[src/rtl/soft_tlb_pkg.sv]
package soft_tlb_pkg;
  localparam int unsigned DEF_VA_W    = 32;
  localparam int unsigned DEF_PA_W    = 32;
  localparam int unsigned DEF_PAGE_W  = 12;
  localparam int unsigned DEF_ASID_W  = 8;
  localparam int unsigned DEF_ENTRIES = 16;

  // strobes from control to datapath, all valid in the current cycle
  typedef struct packed {
    logic lookup;  // registered request is present
    logic write;   // load one slot at the coming edge
    logic flush;   // clear all valid bits at the coming edge
  } tlb_strobe_t;
endpackage

[src/rtl/soft_tlb_ctrl.sv]
module soft_tlb_ctrl
  import soft_tlb_pkg::*;
#(
  parameter int unsigned VA_W   = DEF_VA_W,
  parameter int unsigned ASID_W = DEF_ASID_W
) (
  input  logic              clk,
  input  logic              rst,
  input  logic              lookupValid,
  input  logic [VA_W-1:0]   lookupVa,
  input  logic [ASID_W-1:0] curAsid,
  input  logic              wrEn,
  input  logic              invalidateAll,
  output tlb_strobe_t       stb,
  output logic [VA_W-1:0]   reqVa,
  output logic [ASID_W-1:0] reqAsid
);
  logic reqValid;

  // request stage: the lookup is compared from these registers
  always_ff @(posedge clk) begin
    if (rst) begin
      reqValid <= 1'b0;
      reqVa    <= '0;
      reqAsid  <= '0;
    end else begin
      reqValid <= lookupValid;
      if (lookupValid) begin
        reqVa   <= lookupVa;
        reqAsid <= curAsid;
      end
    end
  end

  always_comb begin
    stb.lookup = reqValid;
    stb.write  = wrEn;
    stb.flush  = invalidateAll;
  end

  // a request captured this edge drives a compare in the next cycle
  p_req_capture_r2: assert property (@(posedge clk) disable iff (rst)
    lookupValid |=> stb.lookup);
  p_req_idle_r10: assert property (@(posedge clk) disable iff (rst)
    !lookupValid |=> !stb.lookup);
endmodule

[src/rtl/soft_tlb_dp.sv]
module soft_tlb_dp
  import soft_tlb_pkg::*;
#(
  parameter int unsigned VA_W    = DEF_VA_W,
  parameter int unsigned PA_W    = DEF_PA_W,
  parameter int unsigned PAGE_W  = DEF_PAGE_W,
  parameter int unsigned ASID_W  = DEF_ASID_W,
  parameter int unsigned ENTRIES = DEF_ENTRIES,
  localparam int unsigned VPN_W  = VA_W - PAGE_W,
  localparam int unsigned PFN_W  = PA_W - PAGE_W,
  localparam int unsigned IDX_W  = $clog2(ENTRIES)
) (
  input  logic              clk,
  input  logic              rst,
  input  tlb_strobe_t       stb,
  input  logic [IDX_W-1:0]  wrIdx,
  input  logic              wrGlobal,
  input  logic [ASID_W-1:0] wrAsid,
  input  logic [VPN_W-1:0]  wrVpn,
  input  logic [PFN_W-1:0]  wrPfn,
  input  logic [VA_W-1:0]   reqVa,
  input  logic [ASID_W-1:0] reqAsid,
  output logic              respValid,
  output logic              hit,
  output logic [PA_W-1:0]   physAddr,
  output logic              refillExc,
  output logic [VA_W-1:0]   badVaddr,
  output logic              multiHit
);
  logic [ENTRIES-1:0] entValid;
  logic               entGlobal [ENTRIES];
  logic [ASID_W-1:0]  entAsid   [ENTRIES];
  logic [VPN_W-1:0]   entVpn    [ENTRIES];
  logic [PFN_W-1:0]   entPfn    [ENTRIES];

  logic [ENTRIES-1:0] matchVec;
  logic [IDX_W-1:0]   selIdx;
  logic               anyMatch;
  logic               manyMatch;
  logic [VPN_W-1:0]   reqVpn;

  assign reqVpn = reqVa[VA_W-1:PAGE_W];

  // valid bits: flush wins over a write in the same cycle
  always_ff @(posedge clk) begin
    if (rst)            entValid <= '0;
    else if (stb.flush) entValid <= '0;
    else if (stb.write) entValid[wrIdx] <= 1'b1;
  end

  // slot contents carry no reset; validity alone gates matching
  always_ff @(posedge clk) begin
    if (stb.write) begin
      entGlobal[wrIdx] <= wrGlobal;
      entAsid[wrIdx]   <= wrAsid;
      entVpn[wrIdx]    <= wrVpn;
      entPfn[wrIdx]    <= wrPfn;
    end
  end

  // one comparator per slot
  for (genvar g = 0; g < ENTRIES; g++) begin : g_cmp
    assign matchVec[g] = entValid[g] && (entVpn[g] == reqVpn) &&
                         (entGlobal[g] || (entAsid[g] == reqAsid));
  end

  // lowest index wins
  always_comb begin
    selIdx = '0;
    for (int i = ENTRIES - 1; i >= 0; i--)
      if (matchVec[i]) selIdx = IDX_W'(i);
    anyMatch  = |matchVec;
    manyMatch = (matchVec & (matchVec - 1'b1)) != '0;
  end

  // result stage
  always_ff @(posedge clk) begin
    if (rst) begin
      respValid <= 1'b0;
      hit       <= 1'b0;
      refillExc <= 1'b0;
      multiHit  <= 1'b0;
      physAddr  <= '0;
      badVaddr  <= '0;
    end else begin
      respValid <= stb.lookup;
      hit       <= stb.lookup && anyMatch;
      refillExc <= stb.lookup && !anyMatch;
      multiHit  <= stb.lookup && manyMatch;
      physAddr  <= (stb.lookup && anyMatch) ?
                   {entPfn[selIdx], reqVa[PAGE_W-1:0]} : '0;
      if (stb.lookup && !anyMatch) badVaddr <= reqVa;
    end
  end

  // invalidate-all empties every slot one edge later
  p_flush_clears_r9: assert property (@(posedge clk) disable iff (rst)
    stb.flush |=> (entValid == '0));
  // a write alone leaves its slot valid
  p_write_valid_r7: assert property (@(posedge clk) disable iff (rst)
    (stb.write && !stb.flush) |=> entValid[$past(wrIdx)]);
  // one result per request, one cycle later
  p_resp_follows_r2: assert property (@(posedge clk) disable iff (rst)
    stb.lookup |=> respValid);
  // no result without a request
  p_no_spurious_r10: assert property (@(posedge clk) disable iff (rst)
    !respValid |-> !(hit || refillExc || multiHit));
  // multiple-match flag only with a hit
  p_multi_hit_r8: assert property (@(posedge clk) disable iff (rst)
    multiHit |-> hit);
  // faulting address register moves only with an exception
  p_badva_hold_r6: assert property (@(posedge clk) disable iff (rst)
    !$stable(badVaddr) |-> refillExc);
  // a miss carries no translation
  p_miss_zero_r5: assert property (@(posedge clk) disable iff (rst)
    refillExc |-> (physAddr == '0 && !hit));
endmodule

[src/rtl/soft_tlb.sv]
module soft_tlb
  import soft_tlb_pkg::*;
#(
  parameter int unsigned VA_W    = DEF_VA_W,
  parameter int unsigned PA_W    = DEF_PA_W,
  parameter int unsigned PAGE_W  = DEF_PAGE_W,
  parameter int unsigned ASID_W  = DEF_ASID_W,
  parameter int unsigned ENTRIES = DEF_ENTRIES,
  localparam int unsigned VPN_W  = VA_W - PAGE_W,
  localparam int unsigned PFN_W  = PA_W - PAGE_W,
  localparam int unsigned IDX_W  = $clog2(ENTRIES)
) (
  input  logic              clk,
  input  logic              rst,
  input  logic              lookupValid,
  input  logic [VA_W-1:0]   lookupVa,
  input  logic [ASID_W-1:0] curAsid,
  input  logic              wrEn,
  input  logic [IDX_W-1:0]  wrIdx,
  input  logic              wrGlobal,
  input  logic [ASID_W-1:0] wrAsid,
  input  logic [VPN_W-1:0]  wrVpn,
  input  logic [PFN_W-1:0]  wrPfn,
  input  logic              invalidateAll,
  output logic              respValid,
  output logic              hit,
  output logic [PA_W-1:0]   physAddr,
  output logic              refillExc,
  output logic [VA_W-1:0]   badVaddr,
  output logic              multiHit
);
  tlb_strobe_t       stb;
  logic [VA_W-1:0]   reqVa;
  logic [ASID_W-1:0] reqAsid;

  soft_tlb_ctrl #(.VA_W(VA_W), .ASID_W(ASID_W)) u_ctrl (
    .clk(clk), .rst(rst),
    .lookupValid(lookupValid), .lookupVa(lookupVa), .curAsid(curAsid),
    .wrEn(wrEn), .invalidateAll(invalidateAll),
    .stb(stb), .reqVa(reqVa), .reqAsid(reqAsid)
  );

  soft_tlb_dp #(
    .VA_W(VA_W), .PA_W(PA_W), .PAGE_W(PAGE_W),
    .ASID_W(ASID_W), .ENTRIES(ENTRIES)
  ) u_dp (
    .clk(clk), .rst(rst), .stb(stb),
    .wrIdx(wrIdx), .wrGlobal(wrGlobal), .wrAsid(wrAsid),
    .wrVpn(wrVpn), .wrPfn(wrPfn),
    .reqVa(reqVa), .reqAsid(reqAsid),
    .respValid(respValid), .hit(hit), .physAddr(physAddr),
    .refillExc(refillExc), .badVaddr(badVaddr), .multiHit(multiHit)
  );

  // page offset of a hit is the offset of the captured request
  p_offset_pass_r3: assert property (@(posedge clk) disable iff (rst)
    hit |-> (physAddr[PAGE_W-1:0] == $past(reqVa[PAGE_W-1:0])));
endmodule

[config.mk]
export PLATFORM = sky130hd
export DESIGN_NAME = soft_tlb
export DESIGN_NICKNAME = d
export VERILOG_FILES = /design/src/rtl/soft_tlb_pkg.sv /design/src/rtl/soft_tlb_ctrl.sv /design/src/rtl/soft_tlb_dp.sv /design/src/rtl/soft_tlb.sv
export SDC_FILE = /design/constraint.sdc
export NUM_CORES = 1
export LEC_CHECK = 0
export BUFFER_PORTS_ARGS = -buffer_cell sky130_fd_sc_hd__buf_2
export CORE_MARGIN = 1.5
export CORE_UTILIZATION = 35
export DETAILED_ROUTE_END_ITERATION = 8
export PLACE_DENSITY_LB_ADDON = 0.25
export SLEW_MARGIN = 20
export SYNTH_ARGS = -nofsm -noshare
export SYNTH_HDL_FRONTEND = slang
export SYNTH_SLANG_ARGS = --single-unit
[constraint.sdc]
create_clock -name clk -period 5.6 [get_ports clk]
set_input_delay 0 -clock clk [delete_from_list [all_inputs] [get_ports clk]]
set_output_delay 0 -clock clk [all_outputs]
set_load 0.005 [all_outputs]
# Word level (Yosys, flattened, before mapping)
# Memories as Yosys holds them, arrays and structs flattened. A register that Yosys moved wholly into a read port is not among the register bits.
# Index checks and enable logic that the tools add are counted.
totals:
  mem_bits_rw: 784
  rom_bits: 0
  wordCells: 129
  input_bits: 98
  latchBits: 0
  mem_count: 4
  reg_bits: 125
mem_list:
  columns: ["memory", "words", "width", "read_ports", "rd_clocked_by_memory_dff", "wr", "line_no", "text"]
  rows:
  - ["u_dp.entPfn", 16, 20, 1, 1, 1, "soft_tlb_dp.sv:34", "logic [PFN_W-1:0] entPfn [ENTRIES];"]
  - ["u_dp.entVpn", 16, 20, 16, 0, 1, "soft_tlb_dp.sv:33", "logic [VPN_W-1:0] entVpn [ENTRIES];"]
  - ["u_dp.entAsid", 16, 8, 16, 0, 1, "soft_tlb_dp.sv:32", "logic [ASID_W-1:0] entAsid [ENTRIES];"]
  - ["u_dp.entGlobal", 16, 1, 16, 0, 1, "soft_tlb_dp.sv:31", "logic entGlobal [ENTRIES];"]
op_classes:
  n_div: 0
  bitwise_logic: 3
  mul: 0
  reduce_logical: 57
  addsub: 1
  mux: 20
  shifts: 0
  n_eq_ne: 32
  n_lt_le_gt_ge: 2
op_table:
  columns: ["op", "n"]
  rows:
  - ["$eq A20 B20 Y1", 16]
  - ["$eq A8 B8 Y1", 16]
  - ["$mux W4", 16]
  - ["$logic_and A1 B1 Y1", 36]
  - ["$and A16 B16 Y16", 1]
  - ["$logic_or A1 B1 Y1", 16]
  - ["$or A16 B16 Y16", 1]
  - ["$reduce_bool A16 Y1", 1]
  - ["$reduce_or A16 Y1", 1]
  - ["$sub A16 B1 Y16 const B", 1]
  - ["$lt A4 B5 Y1 const B", 1]
  - ["$demux W1 S4", 1]
  - ["$ge A4 B1 Y1 const B", 1]
  - ["$reduce_or A2 Y1", 2]
  - ["$mux W1", 3]
  - ["$logic_not A1 Y1", 1]
  - ["$not A1 Y1", 1]

# Longest topological paths before layout
# Gate-level depths: netlist of the first run.
logic_depth:
  ltp_word: 19
  ltp_mapped: 17

# By module
# From an unflattened synthesis of the first run, not the netlist that was laid out.
unflattened:
  cells_unflattened: 2414
  area_unflattened_um2: 37300.8
modules_own_cells:
  columns: ["module", "cells_per_inst", "area_per_inst_um2", "seq_area_each_um2", "instances"]
  rows:
  - ["soft_tlb_dp", 2280, 35793.1, 25224.2, 1]
  - ["soft_tlb_ctrl", 134, 1507.7, 820.8, 1]

# Least setup slack after synthesis of the first run
# OpenSTA, ideal clock, no wires.
synth_timing:
  path_type: "input-to-reg"
  from: "input port wrIdx[1]"
  to: "memory u_dp.entAsid[0][0] (netlist bit), enable pin"
  setup_ns: 0.519
  arrival_ns: 3.909
  n_path_buf: 0
  cell_stages: 2
  path_slack_ns: 1.172
  path_cell_list: "or3b_2 -> nor3_1"
synth_rtl:
  columns: ["item", "line_no", "text"]
  rows:
  - ["from (decl)", "soft_tlb.sv:19", "input logic [IDX_W-1:0] wrIdx,"]
  - ["to (decl)", "soft_tlb_dp.sv:32", null]
# Straight into the memory's write port.

# Final worst setup path of the first run
layout_timing:
  from: "register u_ctrl.reqVa[24]"
  to: "register u_dp.physAddr[23] (read register of u_dp.entPfn)"
layout_between:
  elab_chain_cells: 19
  word_cells_on_any_way: 68
  cone_classes: "eq/ne: 16; mux: 16; bitwise: 1; reduce/logical: 35"
layout_rtl:
  columns: ["item", "line_no", "text"]
  rows:
  - ["from (decl)", "soft_tlb_ctrl.sv:15", "output logic [VA_W-1:0] reqVa,"]
  - ["from (signal assigned)", "soft_tlb_ctrl.sv:29", "reqVa <= lookupVa;"]
  - ["$eq A20 B20 Y1", "soft_tlb_dp.sv:63", "assign matchVec[g] = entValid[g] && (entVpn[g] == reqVpn) &&"]
  - ["$logic_and A1 B1 Y1 (2 in a row)", "soft_tlb_dp.sv:63", null]
  - ["$mux W4 (16 in a row)", "soft_tlb_dp.sv:71", "if (matchVec[i]) selIdx = IDX_W'(i);"]
  - ["to (decl)", "soft_tlb_dp.sv:25", "output logic [PA_W-1:0] physAddr,"]
# Several ways; a longest one is shown, not always the timed one.
# A chain may end at the register's enable or synchronous reset.

==> flow_summary.json, run 1 <==
{
  "grt_pass1_vias": 22500,
  "nets": 2850,
  "drc": 0,
  "multi_input_area_sq_um": 10100,
  "grt_max_degree": 75,
  "finalSetupViolCount": 0,
  "num_rows": 118,
  "synth_commonest_cells": "784 x edfxtp_1, 368 x xor2_1, 132 x nand2_1, 127 x mux2i_1, 125 x dfxtp_1",
  "insertion_delay_ns": 0.67,
  "yosysTopAreaCell": "edfxtp_1",
  "ys.flop_type": "edfxtp_1",
  "slew_headroom_pct": 33.3,
  "cts_tree": "done",
  "synth_top_area_share_pct": 64.1,
  "layout.area.seq_sq_um": 26000,
  "portBuffers": 165,
  "path_clk_slew_ns": 0.06,
  "p_leak_nw": 15.8,
  "vdd_drop_max_uv": 278,
  "ant_nets": 0,
  "wirelength_um": 110000,
  "synthCells": 2426,
  "dpl.hpwl_um": 66000,
  "hp-class": "in -> reg",
  "dr.pass1.iters": 5,
  "synthArstFlopShare_pct": 0,
  "cts_max_level": 3,
  "antenna_found_initial": 4,
  "cts_root_buf": "clkbuf_16",
  "rsz0062_at_grt": "no",
  "critical_path_arrival_ns": 5.60,
  "io_pins": 166,
  "utilization_pct": 42.0,
  "syn_nets": 2524,
  "worst_pin_slew_ns": 0.997,
  "clockBufferDepth": 3,
  "start_kind": "flip-flop",
  "gr-total-overflow": 0,
  "critPathKind": "reg -> reg",
  "syn_area_sq_um": 36700,
  "synth.distinct_cells": 64,
  "fin_skew_ns": 0.0225,
  "fin_crit_ns": 5.08,
  "finalCritPeriodShare_pct": 90.7,
  "cp.required_ns": 6.12,
  "vias": 22200,
  "gp_routability_congestion": 0.863,
  "coreArea_sq_um": 104000,
  "drv_slew": 0,
  "post_cts_buffers": 0,
  "synth_area_leaders": "edfxtp_1 64%, xor2_1 8.8%, dfxtp_1 6.8%, mux2i_1 3.5%, nor4_1 2.1%",
  "synth.most_common_cell": "edfxtp_1",
  "syn_area_per_cell_sq_um": 15.1,
  "clock-sinks": 909,
  "grt_pass1_wl_um": 158000,
  "fmax_mhz": 197,
  "hold_viol": 0,
  "drt_iter0_drc": 1984,
  "nFillCells": 9383,
  "via_per_inst": 5.26,
  "synth_edf_count": 784,
  "powerDensity_nw_per_um2": 339,
  "drive_above_1_share_pct": 15.9,
  "fp.dieH_um": 327,
  "critPathMaxFanout": 25,
  "yosysWarnings": 0,
  "status": "finished clean",
  "cts_buffers": 97,
  "yosysSeqAreaShare_pct": 70.9,
  "area_growth_pct": 18.7,
  "ys_ff_latch": 909,
  "cap_violations": 0,
  "die_x_um": 327,
  "setup_tns_ns": 0,
  "wl_per_cell_um": 26.1,
  "grt_use_total_pct": 20.4,
  "initial_core_util_pct": 35.4,
  "endpoint_kind": "flip-flop",
  "die_area_sq_um": 107000
}
what timing repair did:
item / in CTS / in global routing
hold buffers: 91 / 0
hold endpoints to repair: 843 / 0
resized for setup: 0 / 1
endpoints found under the setup margin: 0 / 1
critical path, cell delays in order, from the launching register on:
cell,delay (ns)
dfxtp_1,0.90
xor2_1,0.21
nor4_1,0.33
nand4_1,0.18
nor4_1,0.86
nor4_1,0.22
a211oi_1,0.51
or2_1,0.23
nor2_2,0.08
inv_2,0.51
a221oi_1,0.12
or3_1,0.40
o22ai_1,0.36
metal layers:
metal	routed length (um)	GRT usage [%]
met1	46100	26.9
met2	53200	34.2
met3	6980	3.19
met4	3620	6.78
met5	21	0
final cells by class:
| cell class | count | share of cell area [%] |
|---|---|---|
| Antenna cell | 2 | 0.0115 |
| Sequential cell | 909 | 59.7 |
| Multi-Input combinational cell | 1388 | 23.2 |
| Clock inverter | 46 | 0.975 |
| Clock buffer | 133 | 6.25 |
| Timing Repair Buffer | 351 | 5.82 |
| Inverter | 5 | 0.0430 |
| Tap cell | 1380 | 3.96 |
kinds of logic (layout without fill, tap and decap cells):
kind of cell | count (synthesis) | after routing | share of synthesized area (%)
flops | 909 | 909 | 70.9
simple gates | 616 | 616 | 8.95
xor+xnor | 448 | 448 | 10.7
compound gates | 195 | 195 | 4.03
buf+inv | 129 | 535 | 1.94
mux | 128 | 128 | 3.49
fa+ha+maj | 1 | 1 | 0.0272
other cells | 0 | 2 | 0
power by group:
group	internal, mW	total (mW)	switching [mW]
Combinational	0.272	0.815	0.542
Clock	3.76	6.39	2.63
Sequential	7.50	7.58	0.0834
final timing paths:
check	startpoint	endpoint	slack, ns	cells after the start
hold / removal	wrIdx[3]	u_dp.entPfn[1][12]$_DFFE_PP_	0.08	3
setup / recovery	u_ctrl.reqVa[24]$_SDFFE_PP0P_	u_dp.physAddr[23]$_SDFF_PP0_	0.52	12
setup reg to reg	u_ctrl.reqVa[24]$_SDFFE_PP0P_	u_dp.physAddr[23]$_SDFF_PP0_	0.52	12
hold reg to reg	u_ctrl.reqVa[4]$_SDFFE_PP0P_	u_dp.physAddr[4]$_SDFF_PP0_	0.48	1
metrics by stage:
step	setup WS [ns]	power (mW)	hold slack (ns)	instances	area, sq um
2_1_floorplan	1.17	8.09	0.0989	2426	36700
3_3_place_gp	0.457	8.47	0.239	3942	39500
3_5_place_dp	0.394	8.48	0.246	3942	39500
4_1_cts	0.391	14.9	0.0328	4212	43600
5_1_grt	0.274	15.2	0.0779	4213	43600
6_report	0.521	14.8	0.0767	4214	43600
placed cells by master, fill, tap and decap left out, types with 6 or more instances in the layout:
cell type	instances
bufinv_16	8
buf_2	164
nor4_1	122
xnor2_1	80
nand2_2	11
or4_1	28
clkinv_1	18
nand3_1	18
clkbuf_1	23
o21a_1	17
buf_4	89
clkinv_2	15
a21oi_1	25
nor2_4	12
nor3_1	41
nand4b_1	11
mux2i_1	127
a221oi_1	57
buf_12	7
nand4_1	49
edfxtp_1	784
nor4b_1	11
and2_1	37
a32o_1	12
nand2b_1	6
o22ai_1	7
clkbuf_16	101
a31oi_1	15
or3_1	12
a32oi_1	12
nor2_1	100
dfxtp_1	124
xor2_1	368
o21ai_0	9
o21ai_1	7
dlygate4sd3_1	91
nand2_1	131
clkbuf_8	8
flip-flops by register name, summed over array words and instances, names as in the netlist:
register,flops
u_dp.hit,1
u_dp.respValid,1
u_dp.refillExc,1
u_ctrl.reqVa,32
u_dp.physAddr,32
u_dp.badVaddr,32
u_ctrl.reqAsid,8
u_dp.multiHit,1
u_ctrl.reqValid,1
u_dp.entValid,16
u_dp.entGlobal,16
u_dp.entPfn,320
u_dp.entVpn,320
u_dp.entAsid,128
Power figures use the tool's default switching activity.
==> run 2: changes to the inputs <==
--- a/config.mk
+++ b/config.mk
@@ -6,7 +6,7 @@
 export NUM_CORES = 1
 export LEC_CHECK = 0
 export BUFFER_PORTS_ARGS = -buffer_cell sky130_fd_sc_hd__buf_2
-export CORE_MARGIN = 1.5
+export CORE_MARGIN = 2
 export CORE_UTILIZATION = 35
 export DETAILED_ROUTE_END_ITERATION = 8
 export PLACE_DENSITY_LB_ADDON = 0.25
==> flow_summary.json, run 2 (same netlist as run 1, synthesis figures left out) <==
{
  "status": "finished clean",
  "p_sw_share_pct": 22.1,
  "dp_cells": 3945,
  "num_rows": 118,
  "gr-total-overflow": 0,
  "drt_iter0_drc": 2006,
  "nFillCells": 9359,
  "wl_per_cell_um": 26.1,
  "fin_crit_ns": 4.88,
  "grt_pass1_wl_um": 156000,
  "path_clk_slew_ns": 0.06,
  "fmax_mhz": 205,
  "area_growth_pct": 18.4,
  "r2r_setup_slack_ns": 0.72,
  "worstHoldStart": "wrIdx[0]",
  "critical_path_arrival_ns": 5.46,
  "drc": 0,
  "ant_nets": 0,
  "drv_slew": 0,
  "critPathKind": "reg -> reg",
  "mostFrequentLayoutCell": "edfxtp_1",
  "fp.dieH_um": 328,
  "fin_skew_ns": 0.0260,
  "cts_tree": "done",
  "slew_headroom_pct": 17.4,
  "portBuffers": 165,
  "startpoint": "u_ctrl.reqAsid[0]$_SDFFE_PP0P_",
  "io_pins": 166,
  "clock-sinks": 909,
  "power.switching_mw": 3.21,
  "p_comb_share_pct": 5.7,
  "cp.required_ns": 6.18,
  "seqPwrFrac_pct": 52.3,
  "grt_max_degree": 76,
  "hold_viol": 0,
  "cap_violations": 0,
  "r2r_start": "u_ctrl.reqAsid[0]$_SDFFE_PP0P_",
  "whs_ns": 0.0457,
  "cts_max_level": 3,
  "start_kind": "flip-flop",
  "reg.largest.list": "u_dp.entPfn x320, u_dp.entVpn x320, u_dp.entAsid x128",
  "coreArea_sq_um": 104000,
  "vias": 22100,
  "endpoint_kind": "flip-flop",
  "finalSetupViolCount": 0,
  "insertion_delay_ns": 0.67,
  "cts_hold_buf": 90,
  "gp_routability_congestion": 0.881,
  "final_cell_mix": "784 x edfxtp_1, 368 x xor2_1, 165 x buf_2, 131 x nand2_1, 127 x mux2i_1",
  "initial_core_util_pct": 35.4,
  "rsz0062_at_grt": "no",
  "dr.pass1.iters": 7,
  "nets": 2852,
  "via_per_inst": 5.25,
  "cts.repair.resized": 0,
  "cts_root_buf": "clkbuf_16",
  "post_cts_buffers": 0,
  "hp-class": "in -> reg",
  "grt_use_total_pct": 20.1,
  "clkPwrFrac_pct": 42.1,
  "grt_pass1_vias": 22400,
  "powerDensity_nw_per_um2": 333,
  "cts_buffers": 97,
  "drive_above_1_share_pct": 15.8,
  "antenna_found_initial": 6,
  "wirelength_um": 110000,
  "fin_cells": 4216,
  "p_leak_nw": 15.7,
  "dpl.hpwl_um": 65900,
  "vdd_drop_max_uv": 226,
  "p_int_mw": 11.3,
  "worst_pin_slew_ns": 1.23,
  "die_x_um": 328,
  "setup_tns_ns": 0,
  "clockBufferDepth": 3,
  "critPathMaxFanout": 41,
  "finalCritPeriodShare_pct": 87.1,
  "die_area_sq_um": 108000
}
[run 2: cell count changes in the layout (fill, tap and decap cells not counted), moves of 2 or more]
cell / before / now
clkbuf_1: 23 / 36
clkinv_1: 18 / 8
buf_12: 7 / 9
bufinv_16: 8 / 1
clkinvlp_4: 1 / 4
clkbuf_16: 101 / 103
[run 2: worst paths after layout]
kind / depth (start not counted) / to
min reg2reg: 1 / u_dp.physAddr[6]$_SDFF_PP0_
max: 13 / u_dp.physAddr[13]$_SDFF_PP0_
max reg2reg: 13 / u_dp.physAddr[13]$_SDFF_PP0_
min: 3 / u_dp.entPfn[12][5]$_DFFE_PP_
[run 2: worst max-delay path, cell delays in order, from the launching register on]
cell	delay [ns]
dfxtp_1	0.75
buf_4	0.32
xor2_1	0.16
nor4_1	0.07
a21oi_1	0.60
or3_1	0.28
o41ai_2	0.13
nor4b_1	0.68
o32a_2	0.60
buf_12	0.33
mux2i_1	0.11
and2_1	0.16
nor3_1	0.33
a32o_1	0.24
[run 2: per-stage QoR]
stage / utilization (%) / cell area [sq um] / worst slack (ns) / power [mW]
2_1_floorplan: - / 36700 / 1.17 / 8.09
5_1_grt: 41.9 / 43500 / 0.523 / 15.0
4_1_cts: 41.9 / 43500 / 0.685 / 14.6
3_5_place_dp: 38.1 / 39600 / 0.691 / 8.49
3_3_place_gp: 38.1 / 39600 / 0.684 / 8.48
6_report: 41.9 / 43500 / 0.721 / 14.5
[run 2: layout make-up]
cell class              instances  area [sq um]  share of cell area, %
repair buffers                353          2570                   5.92
inverters                       5          18.8                 0.0431
flip-flops and latches        909         26000                   59.9
clock inverters                31           193                  0.443
multi-input cells            1388         10100                   23.3
well taps                    1380          1730                   3.97
diodes                          3          7.51                 0.0173
clock buffers                 147          2820                   6.49
[run 2: power by group through the flow]
stage	Combinational, mW	Clock (mW)	Sequential (mW)
floorplan	0.408	0	7.68
global placement	0.766	0	7.71
detailed placement	0.770	0	7.72
CTS	0.826	6.23	7.57
global route	0.873	6.50	7.58
finish	0.820	6.10	7.57
[run 2: layer usage]
layer  vias up  track usage, %  part of all wire (%)
li1       9834               -                     -
met1     11200            25.9                    41
met2       867            35.0                    49
met3       195            3.01                   6.3
met4         4            5.91                   2.8
met5         -               0                 0.024
